## src/rtl/sfe_pkg.sv

```systemverilog
package sfe_pkg;
  typedef struct packed {
    logic empty;
    logic full;
    logic partial;
  } sfe_stat_t;

  localparam sfe_stat_t SFE_STAT_RST = '{empty: 1'b1, full: 1'b0, partial: 1'b0};
endpackage

```

## src/rtl/sfe_thread.sv

```systemverilog
module sfe_thread
  import sfe_pkg::*;
#(
  parameter int DATA_W    = 16,
  parameter int DEPTH     = 8,
  parameter int LEN_DEPTH = 4,
  parameter int THR       = 2
) (
  input  logic                         clk_i,
  input  logic                         rst_ni,
  input  logic                         sel_i,
  input  logic                         wr_i,
  input  logic                         pe_i,
  input  logic [DATA_W-1:0]            data_i,
  input  logic                         pop_word_i,
  input  logic                         pop_pkt_i,
  output logic [DATA_W-1:0]            head_data_o,
  output logic [$clog2(DEPTH+1)-1:0]   head_len_o,
  output logic                         pkt_avail_o,
  output sfe_stat_t                    stat_o,
  output logic                         ovf_o
);
  localparam int PTR_W  = $clog2(DEPTH);
  localparam int CNT_W  = $clog2(DEPTH + 1);
  localparam int LPTR_W = $clog2(LEN_DEPTH);
  localparam int LCNT_W = $clog2(LEN_DEPTH + 1);

  logic [DATA_W-1:0] mem_q [DEPTH];
  logic [CNT_W-1:0]  len_q [LEN_DEPTH];
  logic [PTR_W-1:0]  wp_q, rp_q;
  logic [LPTR_W-1:0] lwp_q, lrp_q;
  logic [CNT_W-1:0]  cnt_q, open_q;
  logic [LCNT_W-1:0] lcnt_q;
  logic              word_full, len_full, ok, do_wr, do_pe, drop;

  assign word_full = (cnt_q == CNT_W'(DEPTH));
  assign len_full  = (lcnt_q == LCNT_W'(LEN_DEPTH));
  // a request is taken whole or not at all
  assign ok    = wr_i ? (!word_full && !(pe_i && len_full)) : !len_full;
  assign do_wr = sel_i && wr_i && ok;
  assign do_pe = sel_i && pe_i && ok;
  assign drop  = sel_i && (wr_i || pe_i) && !ok;

  always_ff @(posedge clk_i) begin
    if (do_wr) mem_q[wp_q] <= data_i;
    if (do_pe) len_q[lwp_q] <= open_q + CNT_W'(do_wr);
  end

  always_ff @(posedge clk_i or negedge rst_ni) begin
    if (!rst_ni) begin
      wp_q   <= '0;
      rp_q   <= '0;
      lwp_q  <= '0;
      lrp_q  <= '0;
      cnt_q  <= '0;
      open_q <= '0;
      lcnt_q <= '0;
      ovf_o  <= 1'b0;
    end else begin
      if (do_wr)      wp_q  <= wp_q + PTR_W'(1);
      if (pop_word_i) rp_q  <= rp_q + PTR_W'(1);
      if (do_pe)      lwp_q <= lwp_q + LPTR_W'(1);
      if (pop_pkt_i)  lrp_q <= lrp_q + LPTR_W'(1);
      cnt_q  <= cnt_q + CNT_W'(do_wr) - CNT_W'(pop_word_i);
      lcnt_q <= lcnt_q + LCNT_W'(do_pe) - LCNT_W'(pop_pkt_i);
      if (do_pe)      open_q <= '0;
      else if (do_wr) open_q <= open_q + CNT_W'(1);
      if (drop) ovf_o <= 1'b1;
    end
  end

  assign head_data_o    = mem_q[rp_q];
  assign head_len_o     = len_q[lrp_q];
  assign pkt_avail_o    = (lcnt_q != '0);
  assign stat_o.empty   = (cnt_q == '0);
  assign stat_o.full    = word_full || len_full;
  assign stat_o.partial = ((CNT_W'(DEPTH) - cnt_q) <= CNT_W'(THR));
endmodule

```

## src/rtl/sfe_arb.sv

```systemverilog
module sfe_arb #(
  parameter int NUM_THR = 4,
  parameter int TID_W   = 2,
  parameter int CNT_W   = 4
) (
  input  logic                            clk_i,
  input  logic                            rst_ni,
  input  logic [NUM_THR-1:0]              avail_i,
  input  logic [NUM_THR-1:0][CNT_W-1:0]   len_i,
  input  logic                            ready_i,
  output logic                            valid_o,
  output logic [TID_W-1:0]                gnt_o,
  output logic [CNT_W-1:0]                count_o,
  output logic                            last_o,
  output logic [NUM_THR-1:0]              pop_word_o,
  output logic [NUM_THR-1:0]              pop_pkt_o
);
  logic             lock_q;
  logic [TID_W-1:0] cur_q, low;
  logic [CNT_W-1:0] idx_q;
  logic             fire;

  always_comb begin
    low = '0;
    for (int i = NUM_THR - 1; i >= 0; i--) if (avail_i[i]) low = TID_W'(i);
  end

  assign gnt_o   = lock_q ? cur_q : low;
  assign valid_o = avail_i[gnt_o];
  assign count_o = len_i[gnt_o];
  assign last_o  = (count_o == '0) || (idx_q == count_o - CNT_W'(1));
  assign fire    = valid_o && ready_i;

  always_comb begin
    for (int i = 0; i < NUM_THR; i++) begin
      pop_word_o[i] = fire && (gnt_o == TID_W'(i)) && (count_o != '0);
      pop_pkt_o[i]  = fire && (gnt_o == TID_W'(i)) && last_o;
    end
  end

  // lock on first offer so a stalled beat never changes
  always_ff @(posedge clk_i or negedge rst_ni) begin
    if (!rst_ni) begin
      lock_q <= 1'b0;
      cur_q  <= '0;
      idx_q  <= '0;
    end else if (fire && last_o) begin
      lock_q <= 1'b0;
      idx_q  <= '0;
    end else if (valid_o) begin
      lock_q <= 1'b1;
      cur_q  <= gnt_o;
      if (fire) idx_q <= idx_q + CNT_W'(1);
    end
  end
endmodule

```

## src/rtl/sfe_flag_pipe.sv

```systemverilog
module sfe_flag_pipe
  import sfe_pkg::*;
#(
  parameter int LAT = 3
) (
  input  logic      clk_i,
  input  logic      rst_ni,
  input  sfe_stat_t cur_i,
  input  sfe_stat_t ded_i,
  output sfe_stat_t cur_o,
  output sfe_stat_t ded_o
);
  sfe_stat_t cur_q [LAT];
  sfe_stat_t ded_q [LAT];

  always_ff @(posedge clk_i or negedge rst_ni) begin
    if (!rst_ni) begin
      for (int i = 0; i < LAT; i++) begin
        cur_q[i] <= SFE_STAT_RST;
        ded_q[i] <= SFE_STAT_RST;
      end
    end else begin
      cur_q[0] <= cur_i;
      ded_q[0] <= ded_i;
      for (int i = 1; i < LAT; i++) begin
        cur_q[i] <= cur_q[i-1];
        ded_q[i] <= ded_q[i-1];
      end
    end
  end

  assign cur_o = cur_q[LAT-1];
  assign ded_o = ded_q[LAT-1];
endmodule

```

## src/rtl/sfe_slave_fifo.sv

```systemverilog
module sfe_slave_fifo
  import sfe_pkg::*;
#(
  parameter int NUM_THR             = 4,
  parameter int DATA_W              = 16,
  parameter int DEPTH               = 8,
  parameter int LEN_DEPTH           = 4,
  parameter int FLAG_LAT            = 3,
  parameter int DED_THR             = 0,
  parameter int PART_THR [NUM_THR]  = '{2, 2, 3, 1}
) (
  input  logic                          clk_i,
  input  logic                          rst_ni,
  input  logic                          cs_ni,
  input  logic                          wr_ni,
  input  logic                          pkt_end_ni,
  input  logic [$clog2(NUM_THR)-1:0]    addr_i,
  input  logic [DATA_W-1:0]             data_i,
  input  logic                          out_ready_i,
  output logic                          out_valid_o,
  output logic [$clog2(NUM_THR)-1:0]    out_thread_o,
  output logic [$clog2(DEPTH+1)-1:0]    out_count_o,
  output logic [DATA_W-1:0]             out_data_o,
  output logic                          out_last_o,
  output logic                          flag_cur_empty_o,
  output logic                          flag_cur_full_o,
  output logic                          flag_cur_part_o,
  output logic                          flag_ded_empty_o,
  output logic                          flag_ded_full_o,
  output logic                          flag_ded_part_o,
  output logic [NUM_THR-1:0]            overflow_o
);
  localparam int TID_W = $clog2(NUM_THR);
  localparam int CNT_W = $clog2(DEPTH + 1);

  logic                          wr, pe;
  logic [NUM_THR-1:0]            avail, pop_word, pop_pkt;
  logic [NUM_THR-1:0][DATA_W-1:0] head_data;
  logic [NUM_THR-1:0][CNT_W-1:0]  head_len;
  sfe_stat_t                     stat [NUM_THR];
  sfe_stat_t                     cur_stat, cur_flag, ded_flag;

  assign wr = !cs_ni && !wr_ni;
  assign pe = !cs_ni && !pkt_end_ni;

  for (genvar t = 0; t < NUM_THR; t++) begin : g_thr
    sfe_thread #(
      .DATA_W(DATA_W), .DEPTH(DEPTH), .LEN_DEPTH(LEN_DEPTH), .THR(PART_THR[t])
    ) u_thr (
      .clk_i      (clk_i),
      .rst_ni     (rst_ni),
      .sel_i      (addr_i == TID_W'(t)),
      .wr_i       (wr),
      .pe_i       (pe),
      .data_i     (data_i),
      .pop_word_i (pop_word[t]),
      .pop_pkt_i  (pop_pkt[t]),
      .head_data_o(head_data[t]),
      .head_len_o (head_len[t]),
      .pkt_avail_o(avail[t]),
      .stat_o     (stat[t]),
      .ovf_o      (overflow_o[t])
    );
  end

  sfe_arb #(.NUM_THR(NUM_THR), .TID_W(TID_W), .CNT_W(CNT_W)) u_arb (
    .clk_i     (clk_i),
    .rst_ni    (rst_ni),
    .avail_i   (avail),
    .len_i     (head_len),
    .ready_i   (out_ready_i),
    .valid_o   (out_valid_o),
    .gnt_o     (out_thread_o),
    .count_o   (out_count_o),
    .last_o    (out_last_o),
    .pop_word_o(pop_word),
    .pop_pkt_o (pop_pkt)
  );

  assign out_data_o = (out_count_o == '0) ? '0 : head_data[out_thread_o];
  assign cur_stat   = (32'(addr_i) < NUM_THR) ? stat[addr_i] : SFE_STAT_RST;

  sfe_flag_pipe #(.LAT(FLAG_LAT)) u_flags (
    .clk_i (clk_i),
    .rst_ni(rst_ni),
    .cur_i (cur_stat),
    .ded_i (stat[DED_THR]),
    .cur_o (cur_flag),
    .ded_o (ded_flag)
  );

  assign flag_cur_empty_o = cur_flag.empty;
  assign flag_cur_full_o  = cur_flag.full;
  assign flag_cur_part_o  = cur_flag.partial;
  assign flag_ded_empty_o = ded_flag.empty;
  assign flag_ded_full_o  = ded_flag.full;
  assign flag_ded_part_o  = ded_flag.partial;
endmodule

```

## config.mk

```make
export PLATFORM = sky130hd
export DESIGN_NAME = sfe_slave_fifo
export DESIGN_NICKNAME = d
export VERILOG_FILES = /design/src/rtl/sfe_pkg.sv /design/src/rtl/sfe_thread.sv /design/src/rtl/sfe_arb.sv /design/src/rtl/sfe_flag_pipe.sv /design/src/rtl/sfe_slave_fifo.sv
export SDC_FILE = /design/constraint.sdc
export NUM_CORES = 1
export LEC_CHECK = 0
export BUFFER_PORTS_ARGS = -buffer_cell sky130_fd_sc_hd__buf_2
export CAP_MARGIN = 30
export CORE_MARGIN = 10
export CORE_UTILIZATION = 40
export CTS_CLUSTER_SIZE = 16
export DETAILED_ROUTE_END_ITERATION = 6
export GPL_TIMING_DRIVEN = 0
export PLACE_DENSITY = 0.63
export SLEW_MARGIN = 20
export SYNTH_ARGS = -nofsm -noshare
export SYNTH_HDL_FRONTEND = slang
export SYNTH_SLANG_ARGS = --single-unit
```

## constraint.sdc

```tcl
create_clock -name clk_i -period 7.65 [get_ports clk_i]
set_input_delay 2.295 -clock clk_i [delete_from_list [all_inputs] [get_ports clk_i]]
set_output_delay 2.295 -clock clk_i [all_outputs]
set_load 0.01 [all_outputs]
```

==> flow_summary_export.csv, run 1 <==
group,metric,value,unit
synthesis,synth_top_cell_area_share,60.61,%
critical_path,required,5.36,ns
synthesis,synth_nets,1674,
floorplanning,die_w,287.1,um
pwr,powerDensity,347.0,nW/um^2
clock_network,clock_latency,0.61,ns
layout,fillers,5969,
timing,rsz0062_at_grt,"false",
detailed_routing,ant_nets,0,
layout,multiInputGateArea,7956,sq um
global_route,overflow,0,
floorplanning,die_h,287.1,um
clock_network,htree_levels,3,
critical_path,crit_slowest_cell,"nor4_2",
floorplanning,design.core.area,70390,sq um
timing,slew_violations,0,
job,drv_cap,0,
critical_path,cpPeakStageDelay,0.50,ns
timing,slew_headroom,37.77,%
global_route,grt_max_degree,77,
outcome,outcome,"complete, but fails checks",
clock_network,holdBufCountCts,0,
floorplanning,pin_count,58,
synthesis,synth_edf_count,576,
synthesis,yosys-top-cells-count,"edfxtp_1, mux4_2, dfrtp_1, ha_1, nand2_1",
pwr,leakagePower,11.56,nW
critical_path,path_buf_inv,2,
placed_design,dp_hpwl,43.84,mm
synthesis,ys_warn_count,0,
synthesis,syn_avg_cell_area,18.26,sq um
critical_path,cp.arrival,4.55,ns
clock_network,root_buffer,"clkbuf_16",
clock_network,clkTransAtPathRegs,0.06,ns
critical_path,crit_chain,"nor4_2 -> o211ai_2 -> nand2_2 -> mux2_2 -> a21oi_1 -> ha_1 -> xnor2_1 -> or3_1 -> a2111oi_0 -> a221o_2 -> buf_6 -> buf_2",
clock_network,cts_tree,"yes",
global_route,grt_pass1_vias,15425,
timing,tns,0,ns
synthesis,synth_seq_area_share,70.55,%
layout,drive_gt1_share,24.72,%
detailed_routing,postRouteWirelength,63.88,mm
placed_design,gp_congestion,0.8450,
layout,final_nets,1858,
layout,syn_to_final_growth,15.95,%
clock_network,cts_max_path_buffers,3,
layout,antenna_cells,0,
outcome,violations,"design-rule violations",
critical_path,path_class,"register to primary output",
global_route,grt_usage,15.63,%
timing,fmax,146.2,MHz
floorplanning,die_area,82420,sq um
timing,tightest_slew,0.9335,ns
pwr,peakVddDrop,0.0002607,V
clock_network,clkSinkCount,689,
timing,fin_skew,0.02176,ns
placed_design,port_buffers,54,
critical_path,path_max_fanout,10,
global_route,grt_pass1_wl,96.61,mm
clock_network,cts_made_buffers,73,
placed_design,dp_cells,2602,
detailed_routing,initialDrtViolationCount,1176,
timing,hold_viol_final,0,
timing,finalCritPeriodShare,89.42,%
detailed_routing,vias,14606,
synthesis,synth_cell_types,68,
synthesis,async_flop_share,16.40,%
clock_network,cts_setup_buffers,0,
detailed_routing,viasPerCell,5.315,
synthesis,syn_area,28540,sq um
floorplanning,row_count,97,
layout,fin_cells,2748,
detailed_routing,first_pass_iters,7,
timing,finalSetupViolCount,0,
layout,seqCellArea,20130,sq um
detailed_routing,wl_per_cell,23.25,um
floorplanning,start_util,40.54,%
synthesis,ys.flop_type,"edfxtp_1",
timing,whs,0.3459,ns
synthesis,synth_seq_cells,689,
synthesis,synthCells,1563,
global_route,antenna_found_initial,3,
synthesis,synthTopCellsByArea,"edfxtp_1, mux4_2, dfrtp_1",
hold_path,hold_class,"register to register",
clock_network,cts_resized,0,
critical_path,cp-start-kind,"register",
critical_path,cpLargestDelayFamily,"compound AO/OA/AOI/OAI gates",
synthesis,yosysMostFrequentCell,"edfxtp_1",
critical_path,cp-end-kind,"primary output",
timing,finalCriticalPeriod,6.840,ns
detailed_routing,drc,11,
synthesis,synth_top_cell_by_area,"edfxtp_1",
## path summary, 6_finish.rpt
kind                            cells past startpoint              from  slack (ns)                       end
worst max-delay path                               12      u_arb.lock_q        0.81                out_last_o
worst min-delay path                                0  u_flags.ded_q[3]        0.35          u_flags.ded_o[0]
worst max register to register                     18      u_arb.lock_q        2.58  g_thr[1].u_thr.lcnt_q[2]
worst min register to register                      0  u_flags.ded_q[3]        0.35          u_flags.ded_o[0]
max in group asynchronous                           2            rst_ni        5.31    g_thr[1].u_thr.rp_q[1]
min in group asynchronous                           1            rst_ni        1.59          u_flags.ded_o[1]
## logic make-up (layout without fill, tap and decap cells)
kind of cell	Yosys count	count (layout)	share of synthesized area, %
fa+ha+maj	87	87	4.025
mux	222	222	14.14
buf+inv	138	383	1.947
xor+xnor	68	68	2.087
flops	689	689	70.55
compound gates	105	105	2.740
simple gates	254	254	4.507
## where the power goes
part,internal (W),switching [W]
Clock,0.00206,0.00144
Sequential,0.00443,0.000268
Combinational,0.00139,0.00190
## area by class of cell
class	count	share of cell area, %
buffer	72	0.9303
clock buffer	103	6.206
clock inverter	33	1.025
inverter	66	0.7488
multi-input combinational	736	24.05
sequential	689	60.85
tap	940	3.555
timing repair buffer	109	2.643
## cells in the final DEF (no fill, tap or decap), types with 16 or more instances in the layout
master and count:
mux2i_1 68, a222oi_1 16, a21oi_1 18, nor2_2 25, nand2_1 72, buf_4 17, dfrtp_1 107, ha_1 79
xor2_1 35, nor2_1 33, buf_6 32, clkbuf_1 59, buf_1 20, inv_1 65, buf_2 65, clkbuf_16 76
xnor2_1 33, and3_1 35, mux4_2 144, o21ai_0 23, edfxtp_1 576
## worst register-to-register path, cell delays in order (launching register included)
cell	delay [ns]
dfrtp_1	0.49
nor4_2	0.50
o211ai_2	0.30
nand2_2	0.21
mux2_2	0.36
a21oi_1	0.26
ha_1	0.21
xnor2_1	0.08
or3_1	0.34
a2111oi_0	0.48
a221o_2	0.36
and3_1	0.23
ha_1	0.24
inv_1	0.06
ha_1	0.13
inv_1	0.05
fa_1	0.37
xnor2_1	0.18
xnor2_1	0.15
## metal layers
| layer | vias up | GRT usage [%] | routed length, um | share of wire (%) |
|---|---|---|---|---|
| met2 | 448 | 25.42 | 31160 | 49 |
| met5 | - | 0 | 0 | 0 |
| met3 | 106 | 4.584 | 5059 | 7.9 |
| li1 | 6490 | - | - | - |
| met4 | 0 | 4.686 | 1604 | 2.5 |
| met1 | 7562 | 20.05 | 26060 | 41 |
## state kept, by name, indices dropped and copies added, names as in the netlist
name                count
u_flags.cur_q           6
g_thr.u_thr.len_q      64
u_flags.ded_o           3
g_thr.u_thr.open_q     16
g_thr.u_thr.lcnt_q     12
g_thr.u_thr.cnt_q      16
u_arb.cur_q             2
g_thr.u_thr.rp_q       12
g_thr.u_thr.mem_q     512
g_thr.u_thr.lwp_q       8
u_flags.cur_o           3
g_thr.u_thr.wp_q       12
u_flags.ded_q           6
g_thr.u_thr.ovf_o       4
g_thr.u_thr.lrp_q       8
u_arb.lock_q            1
u_arb.idx_q             4
## per-stage QoR
stage	area (sq um)	worst slack, ns	utilization, %	total power (W)
detailed placement	30580	1.381	43.44	0.007999
floorplan	28540	1.994	-	0.006817
finish	33090	0.8096	47.00	0.01148
CTS	32970	0.8241	46.84	0.01152
global route	33090	0.5206	47.00	0.01207
global placement	29980	0.07650	42.59	0.007847
No activity file was read; power rests on OpenSTA's default activity.
==> run 2, diff against run 1 <==
--- a/config.mk
+++ b/config.mk
@@ -9,6 +9,7 @@
 export CAP_MARGIN = 30
 export CORE_MARGIN = 10
 export CORE_UTILIZATION = 40
+export CTS_BUF_LIST = sky130_fd_sc_hd__clkbuf_8
 export CTS_CLUSTER_SIZE = 16
 export DETAILED_ROUTE_END_ITERATION = 6
 export GPL_TIMING_DRIVEN = 0
==> run 2 against run 1 <==
Compared with the run above:
- via count is 1.7% higher
- critical endpoint unchanged
- largest power group unchanged
- flip-flop and latch count unchanged
- the flow still finishes with violations (design-rule violations)
- critical path type unchanged
- wire length increased by 0.60%
==> flow_summary_export.csv, run 2 (synthesis gave the netlist of run 1 again) <==
group,metric,value,unit
detailed_routing,first_pass_iters,7,
layout,regMostFlops,"g_thr.u_thr.mem_q",
timing,hold_viol_final,0,
clock_network,cts_tree,"yes",
clock_network,clock_latency,0.72,ns
layout,drive_gt1_share,26.01,%
critical_path,r2r-start,"u_arb.lock_q",
global_route,grt_usage,15.70,%
clock_network,clkTransAtPathRegs,0.06,ns
timing,slew_headroom,37.01,%
layout,final_common_cell,"edfxtp_1",
clock_network,clkSinkCount,689,
placed_design,port_buffers,54,
placed_design,gp_congestion,0.8450,
critical_path,startpoint,"u_arb.lock_q",
global_route,overflow,0,
detailed_routing,wl_per_cell,22.80,um
timing,tightest_slew,0.9393,ns
floorplanning,start_util,40.54,%
critical_path,cpPeakStageDelay,0.51,ns
clock_network,cts_setup_buffers,0,
critical_path,cp-end-kind,"primary output",
outcome,violations,"design-rule violations",
pwr,powerDensity,337.7,nW/um^2
layout,final_util,46.76,%
clock_network,cts_max_path_buffers,3,
detailed_routing,ant_nets,0,
pwr,peakVddDrop,0.0003000,V
global_route,grt_max_degree,77,
detailed_routing,postRouteWirelength,64.26,mm
clock_network,cts_resized,0,
global_route,grt_pass1_vias,15754,
layout,largest_register_ffs,512,
critical_path,crit_slowest_cell,"nor4_2",
layout,top_regs,"g_thr.u_thr.mem_q (512), g_thr.u_thr.len_q (64)",
pwr,p_switching,0.003612,W
timing,fmax,144.6,MHz
critical_path,cpLargestDelayFamily,"compound AO/OA/AOI/OAI gates",
layout,final_nets,1894,
detailed_routing,vias,14858,
timing,rsz0062_at_grt,"false",
detailed_routing,viasPerCell,5.273,
layout,syn_to_final_growth,15.34,%
timing,tns,0,ns
floorplanning,row_count,97,
critical_path,cp-start-kind,"register",
floorplanning,die_h,287.1,um
floorplanning,pin_count,58,
pwr,p_sw_share,32.50,%
timing,fin_skew,0.05806,ns
global_route,grt_pass1_wl,97.06,mm
floorplanning,die_area,82420,sq um
placed_design,dp_hpwl,43.84,mm
timing,slew_violations,0,
critical_path,cp.arrival,4.62,ns
critical_path,crit_chain,"nor4_2 -> o211ai_2 -> nand2_2 -> mux2_2 -> a21oi_1 -> ha_1 -> xnor2_1 -> or3_1 -> a2111oi_0 -> a221o_2 -> buf_6 -> buf_2",
layout,final_cell_mix,"edfxtp_1, mux4_2, clkbuf_8",
detailed_routing,initialDrtViolationCount,1247,
critical_path,required,5.36,ns
clock_network,cts_made_buffers,109,
floorplanning,die_w,287.1,um
hold_path,hp-start,"u_flags.ded_q[3]",
timing,finalSetupViolCount,0,
critical_path,path_buf_inv,2,
clock_network,htree_levels,3,
clock_network,root_buffer,"clkbuf_8",
detailed_routing,drc,3,
pwr,p_int,0.007503,W
global_route,antenna_found_initial,3,
clock_network,holdBufCountCts,0,
hold_path,hold_class,"register to register",
pwr,pwr-share-clk,28.2,%
pwr,p_comb_share,29.6,%
timing,finalCriticalPeriod,6.914,ns
floorplanning,design.core.area,70390,sq um
timing,finalCritPeriodShare,90.37,%
pwr,leakagePower,11.66,nW
job,drv_cap,0,
outcome,outcome,"complete, but fails checks",
critical_path,path_max_fanout,10,
critical_path,path_class,"register to primary output",
pwr,sequentialPowerShare,42.2,%
run 2: cell types whose count changed in the layout (fill, tap and decap cells not counted), sizes merged:
cell,delta
clkinv,+14
clkinvlp,+1
clkbuf,+13
diode,+2
bufinv,+3
inv,+37
run 2: final cells by class:
class | instances | area, sq um
clock inverters | 88 | 618.1
inverters | 66 | 247.7
plain buffers | 72 | 307.8
multi-input cells | 736 | 7956
repair buffers | 109 | 874.6
flip-flops and latches | 689 | 20130
diodes | 2 | 5.005
well taps | 940 | 1176
fillers | 6006 | 37480
clock buffers | 116 | 1597
run 2: final timing paths:
| kind | to | slack, ns | cells past startpoint |
|---|---|---|---|
| max | out_last_o | 0.74 | 12 |
| min | u_flags.ded_o[0] | 0.35 | 0 |
| max reg2reg | g_thr[1].u_thr.lcnt_q[2] | 2.60 | 18 |
| min reg2reg | u_flags.ded_o[0] | 0.35 | 0 |
| max in group asynchronous | g_thr[2].u_thr.lcnt_q[2] | 5.39 | 2 |
| min in group asynchronous | u_flags.cur_o[1] | 1.49 | 1 |
run 2: per-layer routing:
metal / share of wire [%] / GRT usage (%) / wire (um)
met3: 8.3 / 5.034 / 5345
met1: 41 / 19.73 / 26130
met5: 0 / 0 / 0
met2: 48 / 25.50 / 31160
met4: 2.5 / 5.040 / 1626
run 2: stage by stage:
step / hold WS (ns) / area, sq um / setup slack (ns) / total power [W] / std cells
after floorplan: 0.3312 / 28540 / 1.994 / 0.006817 / 1563
after global placement: 0.3348 / 29980 / 0.07650 / 0.007847 / 2557
after detailed placement: 0.3347 / 30580 / 1.381 / 0.007999 / 2602
after CTS: 0.3461 / 32800 / 0.7289 / 0.01116 / 2806
after global routing: 0.3584 / 32910 / 0.4347 / 0.01172 / 2817
final: 0.3480 / 32910 / 0.7363 / 0.01111 / 2818
run 2: power groups by stage:
stage,logic (W),registers [W],clock network [W]
after floorplan,0.00212,0.00469,0
after global routing,0.00359,0.00474,0.00339
after global placement,0.00311,0.00474,0
after detailed placement,0.00323,0.00477,0
final,0.00328,0.00469,0.00314
after CTS,0.00325,0.00470,0.00322
run 2: worst reg2reg max path: cells and delay by family (launching register included):
family | cells | cell delay (ns)
AO/OA/AOI/OAI | 4 | 1.40
buffers and inverters | 2 | 0.11
XOR/XNOR | 3 | 0.41
multiplexers | 1 | 0.36
adder cells (fa/ha/maj) | 4 | 0.95
AND/OR/NAND/NOR | 4 | 1.30
flip-flops | 1 | 0.49
==> run 3, diff against run 2 <==
--- a/config.mk
+++ b/config.mk
@@ -7,7 +7,6 @@
 export LEC_CHECK = 0
 export BUFFER_PORTS_ARGS = -buffer_cell sky130_fd_sc_hd__buf_2
 export CAP_MARGIN = 30
-export CORE_MARGIN = 10
 export CORE_UTILIZATION = 40
 export CTS_BUF_LIST = sky130_fd_sc_hd__clkbuf_8
 export CTS_CLUSTER_SIZE = 16
==> run 3 against run 2 <==
Compared with the run above:
- the run now ends clean
- total power is 3.3% lower
- hold slack worse by 0.0083 ns
- sequential share of layout area is 0.44 points higher
- global-route usage is 2.2 points higher
- non-clock buffer count is 3 lower
- wire length is 2.0% lower
- count of clock-buffer cells in the layout is 1 higher
- first-iteration DRC count is 7.0% higher
- clock skew is 0.013 ns lower
- core utilization is 0.25 points lower
- maximum frequency is 3.5% lower
- final area is 0.71% lower
==> flow_summary_export.csv, run 3 (synthesis gave the netlist of run 1 again) <==
group,metric,value,unit
layout,final_cell_mix,"edfxtp_1, mux4_2, clkbuf_8",
detailed_routing,vias,14812,
detailed_routing,initialDrtViolationCount,1334,
placed_design,port_buffers,54,
global_route,grt_max_degree,86,
clock_network,holdBufCountCts,0,
detailed_routing,drc,0,
layout,top_regs,"g_thr.u_thr.mem_q (512), g_thr.u_thr.len_q (64)",
global_route,grt_usage,17.88,%
clock_network,cts_made_buffers,108,
detailed_routing,ant_nets,0,
timing,slew_headroom,30.32,%
critical_path,cp.arrival,4.87,ns
detailed_routing,first_pass_iters,6,
layout,drive_gt1_share,25.48,%
placed_design,placed_area,30580,sq um
critical_path,reg2reg_depth,18,
global_route,antenna_found_initial,3,
timing,finalCriticalPeriod,7.163,ns
floorplanning,start_util,40.61,%
timing,finalSetupViolCount,0,
critical_path,cp-end-kind,"primary output",
floorplanning,pin_count,58,
placed_design,dp_hpwl,42.82,mm
critical_path,required,5.36,ns
floorplanning,row_count,97,
detailed_routing,wl_per_cell,22.43,um
detailed_routing,viasPerCell,5.279,
pwr,powerDensity,328.8,nW/um^2
timing,hold_viol_final,0,
global_route,grt_pass1_wl,94.41,mm
timing,finalCritPeriodShare,93.64,%
global_route,grt_pass1_vias,15304,
floorplanning,design.core.area,70270,sq um
critical_path,path_class,"register to primary output",
timing,tightest_slew,1.045,ns
clock_network,cts_tree,"yes",
clock_network,cts_resized,0,
floorplanning,die_h,269.1,um
detailed_routing,postRouteWirelength,62.95,mm
timing,slew_violations,0,
clock_network,clkSinkCount,689,
floorplanning,die_area,72410,sq um
timing,fmax,139.6,MHz
layout,final_common_cell,"edfxtp_1",
outcome,outcome,"finished clean",
pwr,leakagePower,11.55,nW
pwr,peakVddDrop,0.0002522,V
clock_network,clkTransAtPathRegs,0.06,ns
placed_design,gp_congestion,0.8557,
timing,rsz0062_at_grt,"false",
critical_path,startpoint,"g_thr[1].u_thr.lcnt_q[1]",
layout,stdcell_area,32680,sq um
hold_path,hold_class,"register to register",
timing,fin_skew,0.04486,ns
timing,tns,0,ns
layout,largest_register_ffs,512,
layout,final_nets,1890,
clock_network,cts_setup_buffers,0,
clock_network,htree_levels,3,
hold_path,hp-start,"u_flags.ded_q[6]",
critical_path,cp-start-kind,"register",
floorplanning,die_w,269.1,um
critical_path,r2r-start,"g_thr[1].u_thr.lcnt_q[1]",
layout,regMostFlops,"g_thr.u_thr.mem_q",
clock_network,clock_latency,0.72,ns
global_route,overflow,0,
job,drv_cap,0,
hold_path,holdPathStages,0,
clock_network,cts_max_path_buffers,3,
layout,syn_to_final_growth,14.52,%
critical_path,path_max_fanout,10,
clock_network,root_buffer,"clkbuf_8",
-- run 3: cell count changes in the layout (fill, tap and decap cells not counted), moves of 3 or more --
cell       change
buf_4          +4
buf_8          +6
buf_6         -11
bufinv_16      -7
clkinv_4       -3
-- run 3: critical path: stages, from the launching register on --
cell       delay (ns)
dfrtp_1          0.44
nor3_1           0.62
o211ai_2         0.38
nand2_2          0.23
mux2_2           0.36
a21oi_1          0.29
ha_1             0.22
xnor2_1          0.09
or3_1            0.33
a2111oi_0        0.50
a221o_2          0.35
buf_6            0.19
buf_2            0.15
-- run 3: report_power, final --
group          internal [W]  switching, W  leakage (nW)
Combinational       0.00139       0.00181          3.83
Sequential          0.00443      0.000261          6.56
Clock               0.00144       0.00142          1.16
-- run 3: per-stage QoR --
stage | power (W) | util [%] | hold slack (ns) | cells | setup slack (ns)
2_1_floorplan | 0.006817 | - | 0.3312 | 1563 | 1.994
3_3_place_gp | 0.007780 | 42.67 | 0.3363 | 2557 | 0.1028
3_5_place_dp | 0.007938 | 43.52 | 0.3358 | 2600 | 1.297
4_1_cts | 0.01081 | 46.36 | 0.3403 | 2795 | 0.5066
5_1_grt | 0.01130 | 46.50 | 0.3435 | 2805 | 0.3208
6_report | 0.01075 | 46.50 | 0.3397 | 2806 | 0.4867
-- run 3: area by class of cell --
type / instances / area, sq um
flip-flops and latches: 689 / 20130
inverters: 66 / 247.7
plain buffers: 72 / 307.8
multi-input cells: 736 / 7961
diodes: 2 / 5.005
clock inverters: 78 / 380.4
well taps: 940 / 1176
repair buffers: 106 / 858.3
fillers: 5961 / 37590
clock buffers: 117 / 1610
-- run 3: per-layer routing --
metal / part of all wire, % / track usage (%) / vias to the layer above
li1: - / - / 6574
met1: 42 / 23.25 / 7706
met2: 50 / 30.45 / 436
met3: 6.0 / 3.638 / 94
met4: 2.1 / 4.899 / 2
met5: 0.030 / 0 / -
-- run 3: path summary, 6_finish.rpt --
check                      slack, ns                  endpoint
max in group asynchronous       5.43            u_arb.idx_q[0]
hold / removal                  0.34          u_flags.ded_q[3]
setup reg to reg                2.32  g_thr[3].u_thr.lcnt_q[2]
setup / recovery                0.49                out_last_o
min in group asynchronous       1.44    g_thr[1].u_thr.rp_q[2]
hold reg to reg                 0.34          u_flags.ded_q[3]
